## src/rtl/dsas_pkg.sv

```systemverilog
package dsas_pkg;

  typedef enum logic {
    OP_ADD = 1'b0,
    OP_SUB = 1'b1
  } dsas_op_e;

  // Carry-in that starts a word: two's complement needs +1 for subtraction.
  function automatic logic word_carry_init(dsas_op_e op);
    return (op == OP_SUB);
  endfunction

endpackage

```

## src/rtl/dsas_rst_sync.sv

```systemverilog
module dsas_rst_sync #(
  parameter int STAGES = 2
) (
  input  logic clk,
  input  logic rst_n,
  output logic rst_core_n
);

  logic [STAGES-1:0] sync_q;

  always_ff @(posedge clk or negedge rst_n) begin
    if (!rst_n) begin
      sync_q <= '0;
    end else begin
      sync_q <= {sync_q[STAGES-2:0], 1'b1};
    end
  end

  assign rst_core_n = sync_q[STAGES-1];

endmodule

```

## src/rtl/dsas_full_adder.sv

```systemverilog
module dsas_full_adder (
  input  logic x,
  input  logic y,
  input  logic ci,
  output logic s,
  output logic co
);

  always_comb begin
    s  = x ^ y ^ ci;
    co = (x & y) | (ci & (x ^ y));
  end

endmodule

```

## src/rtl/dsas_operand_cond.sv

```systemverilog
module dsas_operand_cond #(
  parameter int DIGIT_W = 4
) (
  input  logic               invert,
  input  logic [DIGIT_W-1:0] b_in,
  output logic [DIGIT_W-1:0] b_out
);

  // One inverter per bit, gated by the operation.
  for (genvar g = 0; g < DIGIT_W; g++) begin : g_inv
    assign b_out[g] = b_in[g] ^ invert;
  end

endmodule

```

## src/rtl/dsas_ripple.sv

```systemverilog
module dsas_ripple #(
  parameter int DIGIT_W = 4
) (
  input  logic [DIGIT_W-1:0] a_in,
  input  logic [DIGIT_W-1:0] b_in,
  input  logic               c_in,
  output logic [DIGIT_W-1:0] s_out,
  output logic               c_out
);

  logic [DIGIT_W:0] chain;

  assign chain[0] = c_in;

  for (genvar g = 0; g < DIGIT_W; g++) begin : g_fa
    dsas_full_adder u_fa (
      .x  (a_in[g]),
      .y  (b_in[g]),
      .ci (chain[g]),
      .s  (s_out[g]),
      .co (chain[g+1])
    );
  end

  assign c_out = chain[DIGIT_W];

endmodule

```

## src/rtl/dsas_carry_ctrl.sv

```systemverilog
module dsas_carry_ctrl
  import dsas_pkg::*;
(
  input  logic clk,
  input  logic rst_core_n,
  input  logic word_start,
  input  logic sub_mode,
  input  logic carry_top,
  output logic carry_in,
  output logic invert
);

  dsas_op_e op_q, op_d, op_eff;
  logic     carry_q, carry_d;

  // Next-state logic: a word start overrides the stored carry and operation.
  always_comb begin
    if (word_start) begin
      op_eff   = sub_mode ? OP_SUB : OP_ADD;
      carry_in = word_carry_init(op_eff);
    end else begin
      op_eff   = op_q;
      carry_in = carry_q;
    end
    invert  = (op_eff == OP_SUB);
    op_d    = op_eff;
    carry_d = carry_top;
  end

  // State registers: the single inter-digit carry and the held operation.
  always_ff @(posedge clk or negedge rst_core_n) begin
    if (!rst_core_n) begin
      carry_q <= 1'b0;
      op_q    <= OP_ADD;
    end else begin
      carry_q <= carry_d;
      op_q    <= op_d;
    end
  end

endmodule

```

## src/rtl/digit_serial_addsub.sv

```systemverilog
module digit_serial_addsub #(
  parameter int DIGIT_W = 4
) (
  input  logic               clk,
  input  logic               rst_n,
  input  logic               word_start,
  input  logic               sub_mode,
  input  logic [DIGIT_W-1:0] a_dig,
  input  logic [DIGIT_W-1:0] b_dig,
  output logic [DIGIT_W-1:0] sum_dig
);

  localparam int RST_STAGES = 2;

  logic               rst_core_n;
  logic               carry_in;
  logic               carry_top;
  logic               invert;
  logic [DIGIT_W-1:0] b_cond;

  dsas_rst_sync #(.STAGES(RST_STAGES)) u_rst (
    .clk        (clk),
    .rst_n      (rst_n),
    .rst_core_n (rst_core_n)
  );

  dsas_carry_ctrl u_ctrl (
    .clk        (clk),
    .rst_core_n (rst_core_n),
    .word_start (word_start),
    .sub_mode   (sub_mode),
    .carry_top  (carry_top),
    .carry_in   (carry_in),
    .invert     (invert)
  );

  dsas_operand_cond #(.DIGIT_W(DIGIT_W)) u_cond (
    .invert (invert),
    .b_in   (b_dig),
    .b_out  (b_cond)
  );

  dsas_ripple #(.DIGIT_W(DIGIT_W)) u_add (
    .a_in  (a_dig),
    .b_in  (b_cond),
    .c_in  (carry_in),
    .s_out (sum_dig),
    .c_out (carry_top)
  );

endmodule

```

## config.mk

```make
export PLATFORM = sky130hd
export DESIGN_NAME = digit_serial_addsub
export DESIGN_NICKNAME = d
export VERILOG_FILES = /design/src/rtl/dsas_pkg.sv /design/src/rtl/dsas_rst_sync.sv /design/src/rtl/dsas_full_adder.sv /design/src/rtl/dsas_operand_cond.sv /design/src/rtl/dsas_ripple.sv /design/src/rtl/dsas_carry_ctrl.sv /design/src/rtl/digit_serial_addsub.sv
export SDC_FILE = /design/constraint.sdc
export NUM_CORES = 1
export LEC_CHECK = 0
export ABC_AREA = 1
export BUFFER_PORTS_ARGS = -buffer_cell sky130_fd_sc_hd__buf_2
export CAP_MARGIN = 20
export CORE_AREA = 5 5 42 44
export DETAILED_ROUTE_END_ITERATION = 6
export DIE_AREA = 0 0 47 49
export GPL_TIMING_DRIVEN = 0
export PLACE_DENSITY = 0.51
export SLEW_MARGIN = 20
export SYNTH_ARGS = -nofsm -noshare
export SYNTH_HDL_FRONTEND = slang
export SYNTH_SLANG_ARGS = --single-unit
```

## constraint.sdc

```tcl
create_clock -name clk -period 3.22 [get_ports clk]
set_input_delay 0.161 -clock clk [delete_from_list [all_inputs] [get_ports clk]]
set_output_delay 0.161 -clock clk [all_outputs]
set_load 0.02 [all_outputs]
```

==> results.rst, run 1 <==
.. list-table::
   :header-rows: 1

   * - Metric
     - Value
   * - Setup fix buffers added after clock tree synthesis
     - 0
   * - Unrepaired setup endpoints after global routing
     - false
   * - Arrival time reported for the critical path endpoint
     - 2.60 ns
   * - Vias in the first global route
     - 273
   * - Leakage power of the design
     - 0.283 nW
   * - RePlAce Congestion
     - ~0.63
   * - Post-DR vias/cell
     - 3.74
   * - First-pass iteration count of the detailed router
     - 2
   * - Internal power contribution
     - between 0.0001 and 0.00015 W
   * - Leading cell types by total area after synthesis
     - sky130_fd_sc_hd__dfrtp_1, sky130_fd_sc_hd__fa_1, sky130_fd_sc_hd__inv_1, sky130_fd_sc_hd__nand2_1, sky130_fd_sc_hd__buf_4
   * - Sum of negative setup slack
     - 0 ns
   * - CP Launch Type
     - flip-flop
   * - Number of nets with antenna violations after routing
     - 0
   * - Global routing usage summed across all routing layers
     - 0.0603
   * - Starting Density
     - 0.237
   * - Count of state elements after synthesis
     - 4
   * - First-pass GRT wire length
     - 1.00 mm
   * - Warning count from the yosys run
     - 0
   * - Die area
     - between 2000 and 2500 um^2
   * - Top achievable clock speed
     - 0.362 GHz
   * - Overall overflow remaining after global route
     - 0
   * - H-tree depth reported by CTS
     - 1
   * - Setup violators final
     - 0
   * - Post-synth net total
     - 57
   * - Hold violation count in the final report
     - 0
   * - Combined area of all synthesized cells
     - 332 um^2
   * - Total vias in the final route
     - 284
   * - Depth of the worst register-to-register path
     - 10
   * - Power density of the placed cells
     - 462 nW/um^2
   * - Relative contribution of sequential cells to total power
     - 0.266
   * - CTS tree
     - done
   * - Sinks on Clock Net
     - 4
   * - Final routed wire length divided by cell count
     - ~7.5 um
   * - Dominant cell type by area after synthesis
     - sky130_fd_sc_hd__dfrtp_1
   * - Fin worst setup slack
     - 0.461 ns
   * - Drt drc
     - 0
   * - Final Cycle Share
     - 0.857
   * - Critical Path Sink Type
     - output port
   * - Diode insertion count for antenna repair
     - 0
   * - Final worst path period need
     - approximately 2.8 ns
   * - Clk pwr share
     - 0.287
   * - Height of the die
     - 49 um
   * - Mean post-synth cell area
     - 8.09 um^2
   * - Class of the tightest hold or removal check
     - reg -> async
   * - Final standard cell count with taps included and fillers excluded
     - 76
   * - Post-Syn Instances
     - between 40 and 50
   * - Final worst hold slack
     - 0.0209 ns
   * - Largest delay share family, worst path
     - adder cells
   * - Area share of the largest cell type after synthesis
     - 0.302
   * - Switching share of power
     - 0.331
   * - WS Path Type
     - reg -> out
   * - MaxCap Viol Count
     - 0
   * - Antenna violations before repair
     - 0
   * - Total buffers and inverters traversed by the critical path
     - 4
   * - Layout Area Growth over Synthesis
     - 38.5%
   * - Max VDD drop
     - 224 uV
   * - Maximum single-stage delay on the critical path
     - about 0.4 ns
   * - Initial drt markers
     - 1
   * - Clock buffer count from CTS
     - 3
   * - Clock tree root driver cell
     - sky130_fd_sc_hd__clkbuf_4
   * - Cell chain of the critical path
     - nand2_2, nand2_2, nand2_1, nand2_1, fa_1, inv_1, fa_1, fa_1, inv_1, fa_1, buf_4, buf_2
   * - Clk slew on worst S/H paths
     - 0.04 ns
   * - Max-slew violations
     - 0
   * - Placeable core area
     - 1400 um^2
   * - Slowest CP cell
     - sky130_fd_sc_hd__fa_1
   * - Worst slack, placed
     - 0.661 ns
   * - Port Buf Inserts
     - 15
   * - Reported net switching power
     - about 0.000070 W
   * - Outcome
     - complete, no violations
   * - Post-synthesis cell type count
     - 9
   * - Total placed cells including tap cells
     - 72
   * - Final WL
     - 571 um
   * - Die width
     - 47 um
   * - CTS Buffer Depth
     - 2
   * - Number of top-level pins
     - 16
   * - Placed wire-length estimate after detailed placement
     - 510 um
   * - Clock latency of the later-clocked register in the worst-skew pair
     - 0.23 ns
   * - Largest net degree at the start of global routing
     - 7
   * - CP Data Required Time
     - roughly 3 ns
   * - Site row count
     - 14
   * - Sequential-to-total area share from yosys stat
     - 0.302
   * - Fraction of final layout cells sized beyond drive strength 1
     - 0.433
   * - Largest clock skew in the final design
     - 0.00506 ns
   * - Logic depth of the worst setup path including buffers
     - 12
   * - Post-Route Utilization
     - 0.328
   * - Maximum fanout encountered on the critical timing path
     - 5
   * - Power share of the combinational group
     - 0.447
   * - Nets@finish
     - 78
   * - Most frequent cell on the critical path
     - sky130_fd_sc_hd__fa_1
worst paths after layout:
check	startpoint	end	slack (ns)
setup / recovery	u_ctrl.op_q	sum_dig[3]	0.46
hold / removal	u_rst.sync_q[1]	u_ctrl.carry_q	0.02
setup reg to reg	u_ctrl.op_q	u_ctrl.carry_q	1.20
hold reg to reg	u_rst.sync_q[1]	u_ctrl.carry_q	0.02
max in group asynchronous	rst_n	u_rst.sync_q[0]	2.87
min in group clk	a_dig[3]	u_ctrl.carry_q	0.23
state kept, by name, indices dropped and copies added, names as in the netlist:
register        count
u_ctrl.op_q         1
u_ctrl.carry_q      1
u_rst.sync_q        2
per-layer routing:
| metal | vias up | share of wire | track usage | wire length, um |
|---|---|---|---|---|
| met1 | 122 | 0.41 | 0.0653 | 234 |
| met2 | 10 | 0.47 | 0.0905 | 271 |
| met5 | - | 0 | 0 | 0 |
| li1 | 152 | - | - | - |
| met4 | 0 | 0 | 0.0276 | 0 |
| met3 | 0 | 0.11 | 0.0369 | 64 |
Yosys cell counts:
library cell              instances
sky130_fd_sc_hd__inv_2            1
sky130_fd_sc_hd__inv_1           10
sky130_fd_sc_hd__nand2_1         10
sky130_fd_sc_hd__conb_1           1
sky130_fd_sc_hd__buf_4            4
sky130_fd_sc_hd__fa_1             4
sky130_fd_sc_hd__nand3_1          4
sky130_fd_sc_hd__nand2_2          3
sky130_fd_sc_hd__dfrtp_1          4
logic make-up after synthesis:
family | Yosys count | synth area share
AND/OR/NAND/NOR | 17 | 0.230
buffers and inverters | 15 | 0.215
adder cells (fa/ha/maj) | 4 | 0.242
flip-flops | 4 | 0.302
other | 1 | 0.0113
cell usage in the layout (no fill, tap or decap):
cell / Yosys / final
sky130_fd_sc_hd__dfrtp_1: 4 / 4
sky130_fd_sc_hd__dlygate4sd3_1: 0 / 1
sky130_fd_sc_hd__clkbuf_4: 0 / 3
sky130_fd_sc_hd__inv_2: 1 / 1
sky130_fd_sc_hd__nand2_1: 10 / 10
sky130_fd_sc_hd__inv_1: 10 / 10
sky130_fd_sc_hd__nand3_1: 4 / 4
sky130_fd_sc_hd__nand2_2: 3 / 3
sky130_fd_sc_hd__buf_2: 0 / 15
sky130_fd_sc_hd__fa_1: 4 / 4
sky130_fd_sc_hd__buf_4: 4 / 4
sky130_fd_sc_hd__conb_1: 1 / 1
power by group through the flow:
stage               registers, W  logic [W]  clock network, W
floorplan              0.0000567  0.0000696                 0
global placement       0.0000569  0.0000953                 0
detailed placement     0.0000571  0.0000962                 0
CTS                    0.0000565  0.0000972         0.0000652
global route           0.0000568   0.000108         0.0000689
finish                 0.0000563  0.0000947         0.0000609
final cells by class:
class                   count  area, um^2
plain buffers               4        30.0
clock buffers               3        22.5
fillers                   171         942
inverters                  11        41.3
multi-input cells          22         160
flip-flops and latches      4         100
well taps                  16        20.0
repair buffers             16        85.1
what timing repair did:
action | CTS | global route
hold buffers | 1 | 0
hold endpoints to repair | 2 | 0
gates resized for setup | 0 | 0
stage by stage:
stage / total power, W / instance area, um^2
after CTS: 0.000219 / 459
final: 0.000212 / 459
after global routing: 0.000234 / 459
after global placement: 0.000152 / 427
after floorplan: 0.000126 / 332
after detailed placement: 0.000153 / 427
(Power assumes the default switching activity.)
==> inputs of run 2 (changes only) <==
Settings changed: PLACE_DENSITY 0.51 to 0.46, SYNTH_HIERARCHICAL set to 1.
==> run 2 against run 1 <==
Sequential cell count unchanged. Sequential share of layout area increased by 3.4 points. Cell count shrank 12%. Highest routed layer unchanged. Worst hold slack barely moved. Power down 12%.
==> results.rst, run 2 <==
.. list-table::
   :header-rows: 1

   * - Metric
     - Value
   * - Number of nets with antenna violations after routing
     - 0
   * - Post-synth top cells
     - sky130_fd_sc_hd__nand2_1, sky130_fd_sc_hd__inv_1, sky130_fd_sc_hd__dfrtp_1, sky130_fd_sc_hd__fa_1
   * - CTS tree
     - done
   * - End point of the critical path
     - sum_dig[3]
   * - Largest family of logic cells by synthesized area
     - adder cells
   * - Top register by number of flip-flops
     - u_rst/sync_q
   * - Clock tree root driver cell
     - sky130_fd_sc_hd__clkbuf_4
   * - Synthesized-area fraction occupied by ao, oa, aoi and oai cells
     - 0
   * - Max FFs per register
     - 2
   * - Max VDD drop
     - 167 uV
   * - Destination of the worst register-to-register timing path
     - u_ctrl/carry_q
   * - Share of flip-flops with an asynchronous set or reset
     - 1.00
   * - Maximum fanout encountered on the critical timing path
     - 6
   * - Site row count
     - 14
   * - Fillers
     - 167
   * - Clock buffer count from CTS
     - 3
   * - Critical Path Sink Type
     - output port
   * - Mean post-synth cell area
     - 8.45 um^2
   * - Class of the tightest hold or removal check
     - reg -> async
   * - Uppermost routed layer
     - met3
   * - Fraction of final layout cells sized beyond drive strength 1
     - 0.373
   * - Sequential-to-total area share from yosys stat
     - 0.370
   * - Final standard cell count with taps included and fillers excluded
     - 67
   * - Warning count from the yosys run
     - 6
   * - Setup violators final
     - 0
   * - CTS Buffer Depth
     - 2
   * - Final WL
     - 532 um
   * - CP Launch Point
     - u_ctrl/op_q
   * - Final Cycle Share
     - 0.929
   * - Starting Density
     - 0.193
   * - Sinks on Clock Net
     - 4
   * - First-pass GRT wire length
     - 890 um
   * - Antenna violations before repair
     - 0
   * - Total placed cells including tap cells
     - 63
   * - Clock latency of the later-clocked register in the worst-skew pair
     - 0.23 ns
   * - Placement Cell Area
     - 365 um^2
   * - Setup slack of the most critical reg-to-reg path
     - 0.74 ns
   * - H-tree depth reported by CTS
     - 1
   * - Post-DR vias/cell
     - 3.55
   * - Sum of negative setup slack
     - 0 ns
   * - Largest clock skew in the final design
     - 0.000396 ns
   * - Post-Syn Instances
     - 32
   * - Post-synthesis cell type count
     - 6
   * - Port Buf Inserts
     - 15
   * - Leakage power of the design
     - 0.239 nW
   * - XOR/XNOR Fraction of Synth Area
     - 0
   * - Global routing usage summed across all routing layers
     - 0.0560
   * - Placed wire-length estimate after detailed placement
     - 464 um
   * - Outcome
     - complete, no violations
   * - Initial drt markers
     - 1
   * - Die width
     - 47 um
   * - Dominant cell type by area after synthesis
     - sky130_fd_sc_hd__dfrtp_1
   * - Area share of the largest cell type after synthesis
     - 0.370
   * - Number of enable-type register cells in the synthesized netlist
     - 0
   * - Cell with the most instances after synthesis
     - sky130_fd_sc_hd__nand2_1
   * - Layout Area Growth over Synthesis
     - 47.2%
   * - Unrepaired setup endpoints after global routing
     - false
   * - Setup fix buffers added after clock tree synthesis
     - 0
   * - CP Launch Type
     - flip-flop
   * - Arrival time reported for the critical path endpoint
     - 2.83 ns
   * - First-pass iteration count of the detailed router
     - 2
   * - Top achievable clock speed
     - 0.334 GHz
   * - Number of top-level pins
     - 16
   * - Adder and majority gate portion of the synthesized area
     - 0.296
   * - Commonest cells after routing, fill and taps aside
     - sky130_fd_sc_hd__nand2_1, sky130_fd_sc_hd__buf_2, sky130_fd_sc_hd__inv_1
   * - Post-synth net total
     - between 40 and 50
   * - Power density of the placed cells
     - 471 nW/um^2
   * - MaxCap Viol Count
     - 0
   * - Fraction of synthesized area in multiplexers
     - 0
   * - Nets@finish
     - 69
   * - Total vias in the final route
     - between 200 and 250
   * - Final routed wire length divided by cell count
     - around 7.9 um
   * - Simple-Gate Fraction of Synth Area
     - 0.236
   * - Depth of the worst register-to-register path
     - 9
   * - Predominant post-synthesis flop cell
     - sky130_fd_sc_hd__dfrtp_1
   * - Final worst path period need
     - about 3 ns
   * - Leading cell types by total area after synthesis
     - sky130_fd_sc_hd__dfrtp_1, sky130_fd_sc_hd__fa_1, sky130_fd_sc_hd__nand2_1, sky130_fd_sc_hd__inv_1, sky130_fd_sc_hd__conb_1
   * - Max-slew violations
     - 0
   * - Drt drc
     - 0
   * - Height of the die
     - ~50 um
   * - Total Power
     - approximately 0.00019 W
   * - Overall overflow remaining after global route
     - 0
   * - Vias in the first global route
     - 200
   * - Commonest non-fill, non-tap cell in the layout
     - sky130_fd_sc_hd__nand2_1
   * - Top flop regs
     - u_rst/sync_q x2, u_ctrl/carry_q x1, u_ctrl/op_q x1
   * - Routed metal-1 wirelength
     - 205 um
   * - CP Data Required Time
     - 3.06 ns
   * - Clk slew on worst S/H paths
     - 0.04 ns
   * - Die area
     - 2300 um^2
   * - Met2 wire length
     - 239 um
   * - Hold violation count in the final report
     - 0
   * - Diode insertion count for antenna repair
     - 0
   * - Detailed route wirelength on metal3
     - 86 um
   * - Placeable core area
     - between 1000 and 1500 um^2
   * - Combined area of all synthesized cells
     - 270 um^2
   * - Post-Route Utilization
     - 0.284
   * - Origin of the critical flop-to-flop path
     - u_ctrl/op_q
   * - RePlAce Congestion
     - 0.638
   * - Count of state elements after synthesis
     - 4
   * - Largest net degree at the start of global routing
     - 7
   * - WS Path Type
     - reg -> out
   * - Layout Cell Area excl Fill
     - 398 um^2
[run 2: worst max-delay path, cell delays in order (launching register included)]
cell                      delay (ns)
sky130_fd_sc_hd__dfrtp_1        0.31
sky130_fd_sc_hd__nand2_1        0.05
sky130_fd_sc_hd__nand2_1        0.17
sky130_fd_sc_hd__inv_2          0.08
sky130_fd_sc_hd__nand2_1        0.06
sky130_fd_sc_hd__nand2_1        0.07
sky130_fd_sc_hd__fa_1           0.45
sky130_fd_sc_hd__fa_1           0.39
sky130_fd_sc_hd__fa_1           0.38
sky130_fd_sc_hd__fa_1           0.48
sky130_fd_sc_hd__buf_2          0.15
[run 2: per-stage QoR]
step	setup WS, ns	hold slack [ns]
2_1_floorplan	0.617	-0.135
3_3_place_gp	0.447	-0.0530
3_5_place_dp	0.404	-0.0497
4_1_cts	0.182	0.0205
5_1_grt	0.0749	0.0401
6_report	0.230	0.0204
[run 2: layout make-up]
| cell class | count | area [um^2] | area share |
|---|---|---|---|
| Tap cell | 16 | 20.0 | 0.0503 |
| Clock buffer | 3 | 22.5 | 0.0566 |
| Timing Repair Buffer | 16 | 85.1 | 0.214 |
| Inverter | 6 | 22.5 | 0.0566 |
| Sequential cell | 4 | 100 | 0.252 |
| Multi-Input combinational cell | 22 | 148 | 0.371 |
[run 2: repair_timing]
| action | CTS | global route |
|---|---|---|
| hold buffers | 1 | 0 |
| endpoints found under the setup margin | 0 | 0 |
| resized for setup | 0 | 0 |
| endpoints found under the hold margin | 2 | 0 |
[run 2: power by group]
part	leakage (nW)	switching [W]	internal, W
sequential	0.0475	0.00000125	0.0000548
clock	0.0138	0.0000205	0.0000417
combinational	0.177	0.0000432	0.0000260
[run 2: worst min-delay path by stage]
stage,start,to,slack (ns)
2_1_floorplan,rst_n,u_rst/sync_q[0],-0.13
3_3_place_gp,rst_n,u_rst/sync_q[0],-0.05
3_5_place_dp,rst_n,u_rst/sync_q[0],-0.05
4_1_cts,u_rst/sync_q[1],u_ctrl/op_q,0.02
5_1_grt,u_rst/sync_q[1],u_ctrl/op_q,0.04
6_report,u_rst/sync_q[1],u_ctrl/op_q,0.02
[run 2: per-layer routing]
layer  up-vias  GRT usage
met5         -          0
li1        127          -
met4         0     0.0276
met3         0     0.0517
met1       102     0.0695
met2         9     0.0633
[run 2: cells by family after synthesis]
family,after synthesis
flops,4
simple gates,17
buf+inv,6
other cells,1
fa+ha+maj,4
